===== src/rtl/smac_pkg.sv =====
package smac_pkg;
  typedef struct packed {
    logic mul;
    logic acc;
    logic sub;
  } smac_ctrl_t;
endpackage


===== src/rtl/smac_mul.sv =====
module smac_mul
  import smac_pkg::*;
#(
  parameter int  OP_W       = 16,
  parameter bit  SIGNED_OPS = 1'b1,
  localparam int RES_W      = 2 * OP_W
) (
  input  logic             clk_i,
  input  logic             rst_ni,
  input  logic [RES_W-1:0] cache_i,
  input  logic             wr_i,
  input  smac_ctrl_t       ctrl_i,
  input  logic             clr_i,
  output logic             v_o,
  output smac_ctrl_t       ctrl_o,
  output logic             clr_o,
  output logic [RES_W-1:0] data_o
);
  logic [RES_W-1:0] prod;

  generate
    if (SIGNED_OPS) begin : g_signed
      logic signed [OP_W-1:0]  op_a, op_b;
      logic signed [RES_W-1:0] p_s;
      always_comb begin
        op_a = cache_i[OP_W-1:0];
        op_b = cache_i[RES_W-1:OP_W];
        p_s  = op_a * op_b;
        prod = p_s;
      end
    end else begin : g_unsigned
      always_comb prod = cache_i[OP_W-1:0] * cache_i[RES_W-1:OP_W];
    end
  endgenerate

  always_ff @(posedge clk_i or negedge rst_ni) begin
    if (!rst_ni) begin
      v_o    <= 1'b0;
      ctrl_o <= '0;
      clr_o  <= 1'b0;
      data_o <= '0;
    end else begin
      v_o   <= wr_i;
      clr_o <= clr_i;
      if (wr_i) begin
        ctrl_o <= ctrl_i;
        data_o <= ctrl_i.mul ? prod : cache_i;
      end
    end
  end


  stage_v_chk: assert property (@(posedge clk_i) disable iff (!rst_ni) wr_i |=> v_o);

  stage_idle_chk: assert property (@(posedge clk_i) disable iff (!rst_ni) !wr_i |=> !v_o);
endmodule


===== src/rtl/smac_acc.sv =====
module smac_acc
  import smac_pkg::*;
#(
  parameter int RES_W = 32
) (
  input  logic             clk_i,
  input  logic             rst_ni,
  input  logic             v_i,
  input  smac_ctrl_t       ctrl_i,
  input  logic             clr_i,
  input  logic [RES_W-1:0] data_i,
  output logic             we_o,
  output logic [RES_W-1:0] wdata_o
);
  logic [RES_W-1:0] acc_q, base, sum;
  logic             do_acc;

  always_comb begin
    base   = clr_i ? '0 : acc_q;
    do_acc = v_i && ctrl_i.mul && ctrl_i.acc;
    sum    = ctrl_i.sub ? base - data_i : base + data_i;  // wraps mod 2^RES_W
  end

  always_ff @(posedge clk_i or negedge rst_ni) begin
    if (!rst_ni) begin
      acc_q   <= '0;
      we_o    <= 1'b0;
      wdata_o <= '0;
    end else begin
      we_o  <= v_i;
      acc_q <= do_acc ? sum : base;
      if (v_i) wdata_o <= do_acc ? sum : data_i;
    end
  end


  we_follow_chk: assert property (@(posedge clk_i) disable iff (!rst_ni) v_i |=> we_o);

  we_quiet_chk: assert property (@(posedge clk_i) disable iff (!rst_ni) !v_i |=> !we_o);

  acc_wr_match_chk: assert property (@(posedge clk_i) disable iff (!rst_ni) do_acc |=> wdata_o == acc_q);

  acc_clr_chk: assert property (@(posedge clk_i) disable iff (!rst_ni) (clr_i && !do_acc) |=> acc_q == '0);

  acc_hold_chk: assert property (@(posedge clk_i) disable iff (!rst_ni)
                                 (!clr_i && !do_acc) |=> acc_q == $past(acc_q));
endmodule


===== src/rtl/smac_wr.sv =====
module smac_wr
  import smac_pkg::*;
#(
  parameter int  OP_W  = 16,
  localparam int RES_W = 2 * OP_W
) (
  input  logic             clk_i,
  input  logic             rst_ni,
  input  logic [RES_W-1:0] cache_i,
  input  logic             wr_i,
  input  logic             mul_en_i,
  input  logic             acc_en_i,
  input  logic             sub_i,
  input  logic             acc_clr_i,
  output logic             mem_we_o,
  output logic [RES_W-1:0] mem_wdata_o
);
  smac_ctrl_t       ctrl_in, ctrl_s1;
  logic             v_s1, clr_s1;
  logic [RES_W-1:0] data_s1;

  always_comb begin
    ctrl_in.mul = mul_en_i;
    ctrl_in.acc = acc_en_i;
    ctrl_in.sub = sub_i;
  end

  smac_mul #(.OP_W(OP_W), .SIGNED_OPS(1'b1)) u_mul (
    .clk_i  (clk_i),
    .rst_ni (rst_ni),
    .cache_i(cache_i),
    .wr_i   (wr_i),
    .ctrl_i (ctrl_in),
    .clr_i  (acc_clr_i),
    .v_o    (v_s1),
    .ctrl_o (ctrl_s1),
    .clr_o  (clr_s1),
    .data_o (data_s1)
  );

  smac_acc #(.RES_W(RES_W)) u_acc (
    .clk_i  (clk_i),
    .rst_ni (rst_ni),
    .v_i    (v_s1),
    .ctrl_i (ctrl_s1),
    .clr_i  (clr_s1),
    .data_i (data_s1),
    .we_o   (mem_we_o),
    .wdata_o(mem_wdata_o)
  );
endmodule


===== config.mk =====
export PLATFORM = sky130hd
export DESIGN_NAME = smac_wr
export DESIGN_NICKNAME = d
export VERILOG_FILES = /design/src/rtl/smac_pkg.sv /design/src/rtl/smac_mul.sv /design/src/rtl/smac_acc.sv /design/src/rtl/smac_wr.sv
export SDC_FILE = /design/constraint.sdc
export NUM_CORES = 1
export LEC_CHECK = 0
export ABC_CLOCK_PERIOD_IN_PS = 4900
export BUFFER_PORTS_ARGS = -buffer_cell sky130_fd_sc_hd__buf_2
export CAP_MARGIN = 0
export CORE_MARGIN = 8
export CORE_UTILIZATION = 65
export CTS_CLUSTER_SIZE = 20
export DETAILED_ROUTE_END_ITERATION = 10
export PLACE_DENSITY = 0.94
export RECOVER_POWER = 25
export SKIP_LAST_GASP = 1
export SLEW_MARGIN = 20
export SYNTH_ARGS = -nofsm -noshare
export SYNTH_HDL_FRONTEND = slang
export SYNTH_SLANG_ARGS = --single-unit
export TNS_END_PERCENT = 10

===== constraint.sdc =====
create_clock -name clk_i -period 4.9 [get_ports clk_i]
set_clock_uncertainty 0.1 [all_clocks]
set_input_delay 0.245 -clock clk_i [delete_from_list [all_inputs] [get_ports clk_i]]
set_output_delay 0.245 -clock clk_i [all_outputs]
set_load 0.005 [all_outputs]

; ---- Word-level counts from Yosys, hierarchy flattened
; Cells that the tools add are included.
[word_totals]
ff_bits = 102
inputBits = 39
output_inout_bits = 33
word_cells = 19
[classes]
addsub = 2
mul = 1
n_mux = 5
n_reduce_logical = 2
[ops]
columns = operator, count
row1 = 32-bit two-way mux, 5
row2 = 32-bit adder, 1
row3 = 16-bit by 16-bit multiplier with 32-bit output, 1
row4 = 32-bit subtractor, 1
row5 = 1-bit logical AND, 2

; ---- Logic depth before layout (Yosys ltp)
[depth]
word_depth = 4
depth_mapped = 25
depth_no_buf = 23

; ---- Cells and area by module
; From an unflattened synthesis, not the netlist that was laid out.
[unflattened]
hier_cells = 1894
area_unflattened_um2 = 16692.3
[by_module_without_submodules]
columns = module, n_inst, cells_each, area_per_inst_um2, seq_area_each_um2
row1 = smac_mul, 1, 1255, 11513.5, 925.9
row2 = smac_acc, 1, 639, 5178.7, 1626.6

; ---- Least setup slack after synthesis
; Ideal clock, no wire load.
[synth_path]
kind = input to register
startpoint = input port cache_i[15]
endpoint = register u_mul.data_o[28]
setup_time_ps = 77
t_arrival_ps = 5962
t_required_ps = 4723
path_slack_ps = -1240
stages = 23
n_path_buf = 2
cell_sequence = clkbuf_1 -> nand2_1 -> inv_1 -> fa_1 -> fa_1 -> fa_1 -> fa_1 -> fa_1 -> inv_1 -> fa_1 -> inv_1 -> ha_1 -> clkbuf_1 -> a21oi_1 -> inv_1 -> a31oi_1 -> o22ai_1 -> or3_1 -> o221ai_1 -> nor2b_1 -> xnor2_1 -> mux2i_1 -> a21oi_1
[synth_via]
elab_chain_len = 2
[synth_rtl]
columns = element, line_no
row1 = "start, declared", smac_wr.sv:9  ; input logic [RES_W-1:0] cache_i,
row2 = 16-bit by 16-bit multiplier with 32-bit output, smac_mul.sv:28  ; p_s = op_a * op_b;
row3 = 32-bit two-way mux, smac_mul.sv:47  ; data_o <= ctrl_i.mul ? prod : cache_i;
row4 = "end signal, assigned", smac_mul.sv:47
row5 = "end, declared", smac_mul.sv:17  ; output logic [RES_W-1:0] data_o
; No other way between the ends.
; A chain may end at the register's enable or synchronous reset.

; ---- Worst setup path after layout
[layout_path]
startpoint = input port cache_i[9]
endpoint = register u_mul.data_o[27]
; Same word-level chain as after synthesis.

==> metrics.md <==
| Metric | Value |
|---|---|
| Final hold violation count | 0 |
| CTS tree | built |
| CTS max path bufs | 2 |
| Worst setup margin | -1210 ps |
| Via count | 14727 |
| Layout net count | 2390 |
| Post-synthesis area per instance | 9.06 um^2 |
| Ys async rst share | 100% |
| Largest net degree at the start of global routing | 68 |
| # rows | 57 |
| First-pass GRT wire length | 77800 um |
| Post-synth cell types | 68 |
| Chip height | 174 um |
| Top-level I/O count | 72 |
| Starting DRC count in detailed routing | 1827 |
| Clock slew at reported path FFs | 70 ps |
| Violated checks | negative setup slack |
| Post-route antenna net violation count | 0 |
| CTS sink cnt | 102 |
| Max-cap violations | 0 |
| Hold depth | 2 |
| Initial antenna violation count | 0 |
| Synth Instances | 1786 |
| # fillers | 1369 |
| Worst R2R End | u_acc.wdata_o[31]$_DFFE_PN0P_ |
| DR vias/cell | 6.39 |
| Post-route minimum period | 6110 ps |
| Pre-CTS WS | -1310 ps |
| R2R cell count | 17 |
| Primary FF master, synth | dfrtp_1 |
| Met2 Routed Length | 25000 um |
| WL final | 51300 um |
| Worst skew pair latency | 360 ps |
| Final instance area | 18800 um^2 |
| Wire length per cell | 22.3 um |
| Hold endpoint | u_mul.ctrl_o[1]$_DFFE_PN0P_ |
| GRT Residual Overflow | 0 |
| Number of synthesized register bits | 102 |
| Period utilisation layout | 125% |
| Starting Density | 66.3% |
| Core ar. | 24400 um^2 |
| R2R Setup Slk | 10 ps |
| Most common cell after layout, fill and taps aside | inv_1 |
| Final Max Tran Viols | 0 |
| Maximum clock frequency | 164 MHz |
| Worst hold path class | input pin to flop |
| GP Congestion | 0.961 |
| CP arrival | 6220 ps |
| Min-delay src | acc_en_i |
| CTS H-tree depth | 3 |
| Most frequent cells in the layout | inv_1, fa_1, buf_4 |
| Worst Setup Start Kind | input pin |
| DRC | 0 |
| Met3 WL | 4960 um |
| Placed inst area | 17900 um^2 |
| Setup crit end kind | flop |
| R2R Path Start | u_mul.data_o[10]$_DFFE_PN0P_ |
| RSZ-0062 raised after global routing | yes |
| CP max-delay cell | fa_1 |
| WL met1 | 16400 um |
| Synthesized area | 16200 um^2 |
| Top Layer Used | met4 |
| Util after Layout | 76.9% |
| Total track usage | 31.9% |
| Die width | 174 um |
| DP Wirelength | 36000 um |
| Worst Path Max Fanout | 11 |
| Post-synth net total | 2202 |
| Worst Tran Pin Value | 894 ps |
| Syn-to-layout area delta | 16.0% |
| Number of global-route vias before repair | 15920 |
| TritonCTS Buffers | 9 |
| Ys Warns | 0 |
| Layout cell share with drive strength beyond 1 | 18.1% |
| Crit path top cell by count | fa_1 |
| ANT cells | 0 |
| EDFF count, synth | 0 |
| CP max stage delay | 570 ps |
| Full die area | 30200 um^2 |
| Port Buffers | 71 |
| Status | finished, violations left |
| CP cell instances | clkbuf_4 > and2_1 > fa_1 > inv_1 > fa_1 > fa_2 > inv_1 > fa_1 > fa_1 > inv_1 > fa_1 > inv_1 > ha_4 > o21a_1 > nor2_2 > a21oi_1 > a21oi_1 > nand2_2 > nor4bb_4 > buf_4 > nor3_2 > xnor2_1 > mux2i_1 > a21oi_1 |
| Critical path class | input pin to flop |
| Root buf cell | clkbuf_16 |
| First drt pass iteration count | 8 |
| Normalized max-slew margin | 40.4% |
| Worst path required time | 5010 ps |
| Sequential-to-total area share from yosys stat | 15.8% |
| Final setup fails | 23 |
## Yosys cell counts (all sizes together) (2+ instances only)
cell type,n,area [um^2]
and3,4,26.3
and2,125,782
a21oi,126,631
mux2,8,90.1
dfrtp,102,2550
nor4b,2,38.8
o211ai,5,37.5
o41ai,2,17.5
a211oi,4,30.0
xnor2,75,664
nor3,14,81.3
o21ai,56,280
inv,309,1160
a31o,6,52.6
nand4,5,31.3
fa,263,5270
o21bai,4,30.0
o21a,12,90.1
nand2b,14,92.6
nand3,6,30.0
mux2i,22,220
a21o,29,218
clkbuf,66,269
nand2,179,674
buf,7,37.5
o31ai,2,15.0
xor2,22,193
a31oi,11,75.1
nor3b,2,31.3
ha,114,1430
or3,3,18.8
a2111oi,3,32.5
nor2,93,349
o221ai,2,17.5
nor2b,40,250
nor4,5,46.3
o22ai,29,181
## cell type report
type,count,area [um^2],area share (%)
Multi-Input combinational cell,1301,12500,66.6
Sequential cell,102,2550,13.6
Timing Repair Buffer,251,1880,10.0
Inverter,309,1160,6.20
Tap cell,324,405,2.16
Clock buffer,11,243,1.29
Clock inverter,5,35.0,0.187
## state kept, by name (all words and copies together) (netlist names)
name and flops:
u_acc.wdata_o 32, u_mul.data_o 32, u_mul.ctrl_o 3, u_acc.acc_q 32, u_mul.clr_o 1, u_mul.v_o 1
u_acc.we_o 1
## metrics by stage
stage / hold slack, ps / TNS, ps / cells
6_report: 29.4 / -20060 / 2303
5_1_grt: 40.9 / -24890 / 2303
4_1_cts: 34.8 / -13570 / 2295
3_5_place_dp: 192 / -23700 / 2270
3_3_place_gp: 182 / -18070 / 2270
2_1_floorplan: -151 / -10940 / 1786
## routing by layer
metal | GRT usage, % | vias up
met1 | 34.5 | 7118
met3 | 5.62 | 447
met2 | 55.5 | 1176
met4 | 23.3 | 0
li1 | - | 5986
met5 | 0 | -
## worst max-delay path: cells and delay by family
kind | cells | cell delay (ps)
AND/OR/NAND/NOR | 5 | 990
AO/OA/AOI/OAI | 4 | 530
multiplexers | 1 | 180
adder cells (fa/ha/maj) | 7 | 3290
buffers and inverters | 6 | 820
XOR/XNOR | 1 | 120
## logic make-up (layout without fill, tap and decap cells)
logic type,count (synthesis),in the layout,share of synthesized area (%)
xor gates and xnor gates,97,97,5.30
buffers and inverters,383,576,9.13
adders and majority gates,377,377,41.4
DFF,102,102,15.8
muxes,30,30,1.92
and+or+nand+nor,498,498,15.5
AOI/OAI and AO/OA,299,299,11.0
## how the worst max path moves through the flow
| stage | from | to | cells past startpoint |
|---|---|---|---|
| after CTS | cache_i[18] | u_mul.data_o[28]$_DFFE_PN0P_ | 24 |
| after floorplan | cache_i[24] | u_mul.data_o[31]$_DFFE_PN0P_ | 25 |
| after global routing | cache_i[9] | u_mul.data_o[27]$_DFFE_PN0P_ | 24 |
| final | cache_i[9] | u_mul.data_o[27]$_DFFE_PN0P_ | 24 |
| after global placement | cache_i[15] | u_mul.data_o[30]$_DFFE_PN0P_ | 21 |
| after detailed placement | cache_i[12] | u_mul.data_o[31]$_DFFE_PN0P_ | 23 |
## timing repair
action	CTS	global route
endpoints found under the hold margin	47	0
pin swaps	16	39
gates resized for setup	39	66
setup buffers	7	8
hold buffers	2	0
endpoints found under the setup margin	22	30
Power is left out: the tool's default activity adds up to more than one toggle a clock period on the data nets, which glitch-free logic cannot reach.
